==> src/rtl/pkt_hold_pkg.sv <==
package pkt_hold_pkg;

   // What the write side does with its pointers in a given cycle.
   typedef enum logic [1:0] {
      WR_IDLE     = 2'd0,  // no word accepted
      WR_STEP     = 2'd1,  // body word accepted, only the open pointer moves
      WR_SEAL     = 2'd2,  // clean final word, packet becomes readable
      WR_DISCARD  = 2'd3   // errored final word, open pointer falls back
   } wr_action_e;

endpackage

==> src/rtl/pkt_hold_wrctl.sv <==
module pkt_hold_wrctl
   import pkt_hold_pkg::*;
#(
   parameter int DEPTH_LOG2 = 6,
   localparam int PW    = DEPTH_LOG2 + 1,
   localparam int DEPTH = 1 << DEPTH_LOG2
) (
   input  logic                  clk,
   input  logic                  rst,
   input  logic                  flush,
   input  logic                  in_valid,
   input  logic                  in_last,
   input  logic                  in_err,
   input  logic [PW-1:0]         rd_ptr,
   output logic                  in_ready,
   output logic                  wr_en,
   output logic [DEPTH_LOG2-1:0] wr_addr,
   output logic [PW-1:0]         open_ptr,
   output logic [PW-1:0]         seal_ptr
);

   logic [PW-1:0] open_q;
   logic [PW-1:0] seal_q;
   logic [PW-1:0] occupied;
   logic          accept;
   wr_action_e    action;

   // Occupancy counts unread words up to the open (uncommitted) pointer.
   assign occupied = open_q - rd_ptr;
   assign in_ready = (occupied != PW'(DEPTH));
   assign accept   = in_valid && in_ready;

   always_comb begin
      action = WR_IDLE;
      if (accept) begin
         if (!in_last)    action = WR_STEP;
         else if (in_err) action = WR_DISCARD;
         else             action = WR_SEAL;
      end
   end

   always_ff @(posedge clk) begin
      if (rst || flush) begin
         open_q <= '0;
         seal_q <= '0;
      end else begin
         unique case (action)
            WR_STEP:    open_q <= open_q + PW'(1);
            WR_SEAL: begin
               open_q <= open_q + PW'(1);
               seal_q <= open_q + PW'(1);
            end
            WR_DISCARD: open_q <= seal_q;
            default:    ;
         endcase
      end
   end

   assign wr_en    = accept;
   assign wr_addr  = open_q[DEPTH_LOG2-1:0];
   assign open_ptr = open_q;
   assign seal_ptr = seal_q;

endmodule

==> src/rtl/pkt_hold_store.sv <==
module pkt_hold_store #(
   parameter int WORD_W     = 33,
   parameter int DEPTH_LOG2 = 6,
   localparam int DEPTH = 1 << DEPTH_LOG2
) (
   input  logic                  clk,
   input  logic                  wr_en,
   input  logic [DEPTH_LOG2-1:0] wr_addr,
   input  logic [WORD_W-1:0]     wr_word,
   input  logic [DEPTH_LOG2-1:0] rd_addr,
   output logic [WORD_W-1:0]     rd_word
);

   logic [WORD_W-1:0] cells [DEPTH];

   always_ff @(posedge clk) begin
      if (wr_en) cells[wr_addr] <= wr_word;
   end

   assign rd_word = cells[rd_addr];

endmodule

==> src/rtl/pkt_hold_rdstage.sv <==
module pkt_hold_rdstage #(
   parameter int DATA_W     = 32,
   parameter int DEPTH_LOG2 = 6,
   localparam int PW = DEPTH_LOG2 + 1
) (
   input  logic                  clk,
   input  logic                  rst,
   input  logic                  flush,
   input  logic [PW-1:0]         seal_ptr,
   input  logic [DATA_W:0]       rd_word,
   output logic [DEPTH_LOG2-1:0] rd_addr,
   output logic [PW-1:0]         rd_ptr,
   output logic [DATA_W-1:0]     out_data,
   output logic                  out_last,
   output logic                  out_valid,
   input  logic                  out_ready
);

   logic [PW-1:0]     rd_q;
   logic              vld_q;
   logic              last_q;
   logic [DATA_W-1:0] data_q;
   logic              sealed_avail;
   logic              load;

   // Only sealed words are visible to the read side.
   assign sealed_avail = (rd_q != seal_ptr);
   assign load         = sealed_avail && (!vld_q || out_ready);

   always_ff @(posedge clk) begin
      if (rst || flush) begin
         rd_q   <= '0;
         vld_q  <= 1'b0;
         last_q <= 1'b0;
         data_q <= '0;
      end else if (load) begin
         rd_q   <= rd_q + PW'(1);
         vld_q  <= 1'b1;
         last_q <= rd_word[DATA_W];
         data_q <= rd_word[DATA_W-1:0];
      end else if (out_ready) begin
         vld_q  <= 1'b0;
      end
   end

   assign rd_addr   = rd_q[DEPTH_LOG2-1:0];
   assign rd_ptr    = rd_q;
   assign out_data  = data_q;
   assign out_last  = last_q;
   assign out_valid = vld_q;

endmodule

==> src/rtl/pkt_hold_fifo.sv <==
module pkt_hold_fifo #(
   parameter int DATA_W     = 32,
   parameter int DEPTH_LOG2 = 6
) (
   input  logic              clk,
   input  logic              rst,
   input  logic              flush,
   input  logic [DATA_W-1:0] in_data,
   input  logic              in_last,
   input  logic              in_err,
   input  logic              in_valid,
   output logic              in_ready,
   output logic [DATA_W-1:0] out_data,
   output logic              out_last,
   output logic              out_valid,
   input  logic              out_ready
);

   localparam int PW     = DEPTH_LOG2 + 1;
   localparam int WORD_W = DATA_W + 1;

   generate
      if (DATA_W < 1) begin : g_bad_width
         $error("pkt_hold_fifo: DATA_W must be at least 1");
      end
      if (DEPTH_LOG2 < 1 || DEPTH_LOG2 > 12) begin : g_bad_depth
         $error("pkt_hold_fifo: DEPTH_LOG2 must lie in 1..12");
      end
   endgenerate

   logic                  wr_en;
   logic [DEPTH_LOG2-1:0] wr_addr;
   logic [DEPTH_LOG2-1:0] rd_addr;
   logic [PW-1:0]         open_ptr;
   logic [PW-1:0]         seal_ptr;
   logic [PW-1:0]         rd_ptr;
   logic [WORD_W-1:0]     rd_word;

   pkt_hold_wrctl #(.DEPTH_LOG2(DEPTH_LOG2)) u_wrctl (
      .clk      (clk),
      .rst      (rst),
      .flush    (flush),
      .in_valid (in_valid),
      .in_last  (in_last),
      .in_err   (in_err),
      .rd_ptr   (rd_ptr),
      .in_ready (in_ready),
      .wr_en    (wr_en),
      .wr_addr  (wr_addr),
      .open_ptr (open_ptr),
      .seal_ptr (seal_ptr)
   );

   pkt_hold_store #(.WORD_W(WORD_W), .DEPTH_LOG2(DEPTH_LOG2)) u_store (
      .clk     (clk),
      .wr_en   (wr_en),
      .wr_addr (wr_addr),
      .wr_word ({in_last, in_data}),
      .rd_addr (rd_addr),
      .rd_word (rd_word)
   );

   pkt_hold_rdstage #(.DATA_W(DATA_W), .DEPTH_LOG2(DEPTH_LOG2)) u_rdstage (
      .clk       (clk),
      .rst       (rst),
      .flush     (flush),
      .seal_ptr  (seal_ptr),
      .rd_word   (rd_word),
      .rd_addr   (rd_addr),
      .rd_ptr    (rd_ptr),
      .out_data  (out_data),
      .out_last  (out_last),
      .out_valid (out_valid),
      .out_ready (out_ready)
   );

endmodule

==> config.mk <==
export PLATFORM = sky130hd
export DESIGN_NAME = pkt_hold_fifo
export DESIGN_NICKNAME = d
export VERILOG_FILES = /design/src/rtl/pkt_hold_pkg.sv /design/src/rtl/pkt_hold_wrctl.sv /design/src/rtl/pkt_hold_store.sv /design/src/rtl/pkt_hold_rdstage.sv /design/src/rtl/pkt_hold_fifo.sv
export SDC_FILE = /design/constraint.sdc
export NUM_CORES = 2
export LEC_CHECK = 0
export BUFFER_PORTS_ARGS = -buffer_cell sky130_fd_sc_hd__buf_2
export CORE_AREA = 2 2 412 414
export CTS_CLUSTER_SIZE = 25
export DETAILED_ROUTE_END_ITERATION = 16
export DIE_AREA = 0 0 414 416
export PLACE_DENSITY_LB_ADDON = 0.15
export SETUP_SLACK_MARGIN = 0.3
export SLEW_MARGIN = 20
export SYNTH_ARGS = -nofsm -noshare
export SYNTH_HDL_FRONTEND = slang
export SYNTH_SLANG_ARGS = --single-unit
==> constraint.sdc <==
create_clock -name clk -period 4.4 [get_ports clk]
set_input_delay 0 -clock clk [delete_from_list [all_inputs] [get_ports clk]]
set_output_delay 0 -clock clk [all_outputs]
set_load 0.01 [all_outputs]
==> results_dict.tcl <==
set metrics [dict create \
    cts_tree "yes" \
    syn_avg_cell_area_um2 20.8 \
    drc 0 \
    seqCellArea_um2 64500 \
    slew_viol_final 0 \
    die_h_um 416 \
    grt_pass1_wl_mm 326 \
    cap_viol_max_count 0 \
    final_util_pct 56.6 \
    synth_compound_area_share_pct 3.59 \
    fin_crit_sh_pct 88.8 \
    status "finished, final reports clean" \
    worstSkewPairLatency_ns 0.85 \
    synth_xor_area_share_pct 0.210 \
    via_per_inst 6.30 \
    path_cells "ha_1 -> nor2b_1 -> o2111a_1 -> a211oi_1 -> nor3_1 -> and2_1 -> inv_2 -> nand4_1 -> buf_4 -> nor2_4 -> buf_4" \
    cts_buffer_depth 3 \
    synth_adder_area_share_pct 0.120 \
    synth_top_family_by_area "multiplexers" \
    tightestPinTransition_ns 1.17 \
    path_clk_slew_ns 0.06 \
    synth_top_area_share_pct 76.0 \
    die-area_um2 172000 \
    setup_ws_ns 0.493 \
    place.gp.congestion 0.871 \
    die_x_um 414 \
    dp_hpwl_mm 135 \
    synth_area_leader_cell "edfxtp_1" \
    power_per_cell_area_nw_per_um2 450 \
    netlist_area_um2 83500 \
    fillCellCount 12600 \
    synth.area.mux_share_pct 15.0 \
    finClkSkew_ns 0.0464 \
    synth-seq-cells 2167 \
    routed_wirelength_mm 232 \
    multi_input_area_um2 18100 \
    area_growth_pct 14.1 \
    overflow 0 \
    critPathCaptureType "flip-flop" \
    setup_viol 0 \
    critical_path_required_ns 4.84 \
    synth-seq-area-share_pct 77.3 \
    path_common_cell "buf_4" \
    leakage_uw 0.0292 \
    hp-class "input pin to flip-flop" \
    yosys.area_share.simple_pct 2.07 \
    synth_fp_nets 4058 \
    grt_pass1_vias 41700 \
    synth_cell_types 60 \
    post_cts_buffers 0 \
    ant_nets 0 \
    critPathLaunchType "flip-flop" \
    clock_sinks 2167 \
    synth-main-ff-cell "edfxtp_1" \
    yosys-top-cells-area "edfxtp_1 (76%), mux4_2 (11%), mux2i_1 (4.2%), dfxtp_1 (1.3%), a22oi_1 (0.96%)" \
    dp_slack_ns 0.179 \
    cts_buffers 213 \
    crit_arrival_ns 4.34 \
    grt_use_total_pct 27.0 \
    setup_tns_ns 0 \
    slew_headroom_pct 19.7 \
    crit_slowest_cell "buf_4" \
    synth_edf_count 2112 \
    ios 74 \
    detail_route.wl_per_cell_um 34.4 \
    rsz0062_at_grt "false" \
    irDropWorstVdd_mv 0.424 \
    crit_type "flip-flop to flip-flop" \
    antenna_found_initial 13 \
    rows 151 \
    drive_above_1_share_pct 24.3 \
    start_util_pct 49.7 \
    dr.pass1.iters 5 \
    dr_total_vias 42500 \
    cts_root_buffer "clkbuf_16" \
    drt-initial-drc-count 5253 \
    fin_nets 4394 \
    grt_max_degree 97 \
    syn_inst 4011 \
    yosys_warnings 0 \
    fmax_ghz 0.256 \
    async_flop_share_pct 0 \
    hold_viol 0 \
    core_area_um2 168000 \
    htreeDepth 4 \
    critPathMaxFanout 33 \
    port_buffers 73 \
    cpPeakStageDelay_ns 0.56 \
    min_period_ns 3.91 \
]
## cell type report
type | count | area share [%]
diodes | 3 | 0.00788
clock buffers | 285 | 5.90
clock inverters | 113 | 1.18
inverters | 12 | 0.0486
multi-input cells | 1608 | 19.0
flip-flops and latches | 2167 | 67.8
well taps | 2218 | 2.91
repair buffers | 345 | 3.20
## where the power goes
| part | leakage (uW) | switching [uW] | internal, uW | total [uW] |
|---|---|---|---|---|
| clock network | 0.00327 | 7800 | 9950 | 17800 |
| registers | 0.0194 | 79.3 | 22800 | 22800 |
| logic | 0.00649 | 1450 | 816 | 2270 |
| total | 0.0292 | 9330 | 33500 | 42900 |
## stage by stage
step	instances	total power, uW	hold slack, ns	cell area (um^2)
3_5_place_dp	6309	25500	0.401	88100
3_3_place_gp	6309	25500	0.399	88100
4_1_cts	6748	43100	0.218	95200
6_report	6751	42900	0.286	95200
2_1_floorplan	4011	24500	0.0989	83700
5_1_grt	6748	44000	0.291	95200
## timing repair
item,4_1_cts,5_1_grt
setup endpoints to repair,1,0
hold buffers,41,0
gates resized for setup,2,0
hold endpoints to repair,2024,0
## sequential cells by signal, summed over array words and instances (netlist names)
register,count
u_wrctl.open_ptr,7
u_store.cells,2112
u_wrctl.seal_ptr,7
u_rdstage.out_data,32
u_rdstage.out_valid,1
u_rdstage.out_last,1
u_rdstage.rd_ptr,7
## Yosys cell counts, types with 39 or more instances
cell and count:
mux2i_1 347, o21ai_0 60, nand2_1 130, mux4_2 394, edfxtp_1 2112, clkbuf_1 81
buf_2 53, nand3_1 54, a21oi_1 84, o22ai_1 39, dfxtp_1 55, a22oi_1 107
nor2_1 131, buf_4 45
## final timing paths
path,start,to,slack (ns),cells past startpoint
worst max register to register,u_wrctl.open_ptr[1],u_store.cells[2][19],0.49,11
worst min-delay path,in_data[12],u_store.cells[55][12],0.29,2
worst max-delay path,u_wrctl.open_ptr[1],u_store.cells[2][19],0.49,11
worst min register to register,u_wrctl.open_ptr[6],u_wrctl.open_ptr[6],0.51,2
## critical path, delay by kind of cell, from the launching register on
kind,cells,cell delay (ns)
compound gates,2,0.48
fa+ha+maj,1,0.33
buf+inv,3,1.04
flops,1,0.53
simple gates,5,1.08
## cell families after synthesis
logic type,Yosys count
flip-flops,2167
adder cells (fa/ha/maj),8
XOR/XNOR,20
AO/OA/AOI/OAI,435
multiplexers,750
AND/OR/NAND/NOR,395
buffers and inverters,236
## cell usage in the layout (no fill, tap or decap), types with 30 or more instances in the layout
cell,n
a22oi_1,107
buf_12,42
nand3_1,54
dfxtp_1,50
o22ai_1,39
dlygate4sd3_1,41
o21ai_0,60
buf_4,191
buf_2,70
o221ai_1,30
nand2_1,129
clkinv_2,39
a21oi_1,83
nor2_4,66
mux4_2,394
clkbuf_16,213
edfxtp_1,2112
nor2_1,62
clkbuf_1,70
mux2i_1,347
## routing by layer
| metal | vias up | part of all wire (%) | GRT usage [%] |
|---|---|---|---|
| met1 | 22800 | 42 | 39.8 |
| met5 | - | 0 | 0 |
| met2 | 1984 | 47 | 42.5 |
| met3 | 304 | 8.1 | 4.42 |
| li1 | 17400 | - | - |
| met4 | 0 | 2.4 | 6.52 |
Power figures use the tool's default switching activity.
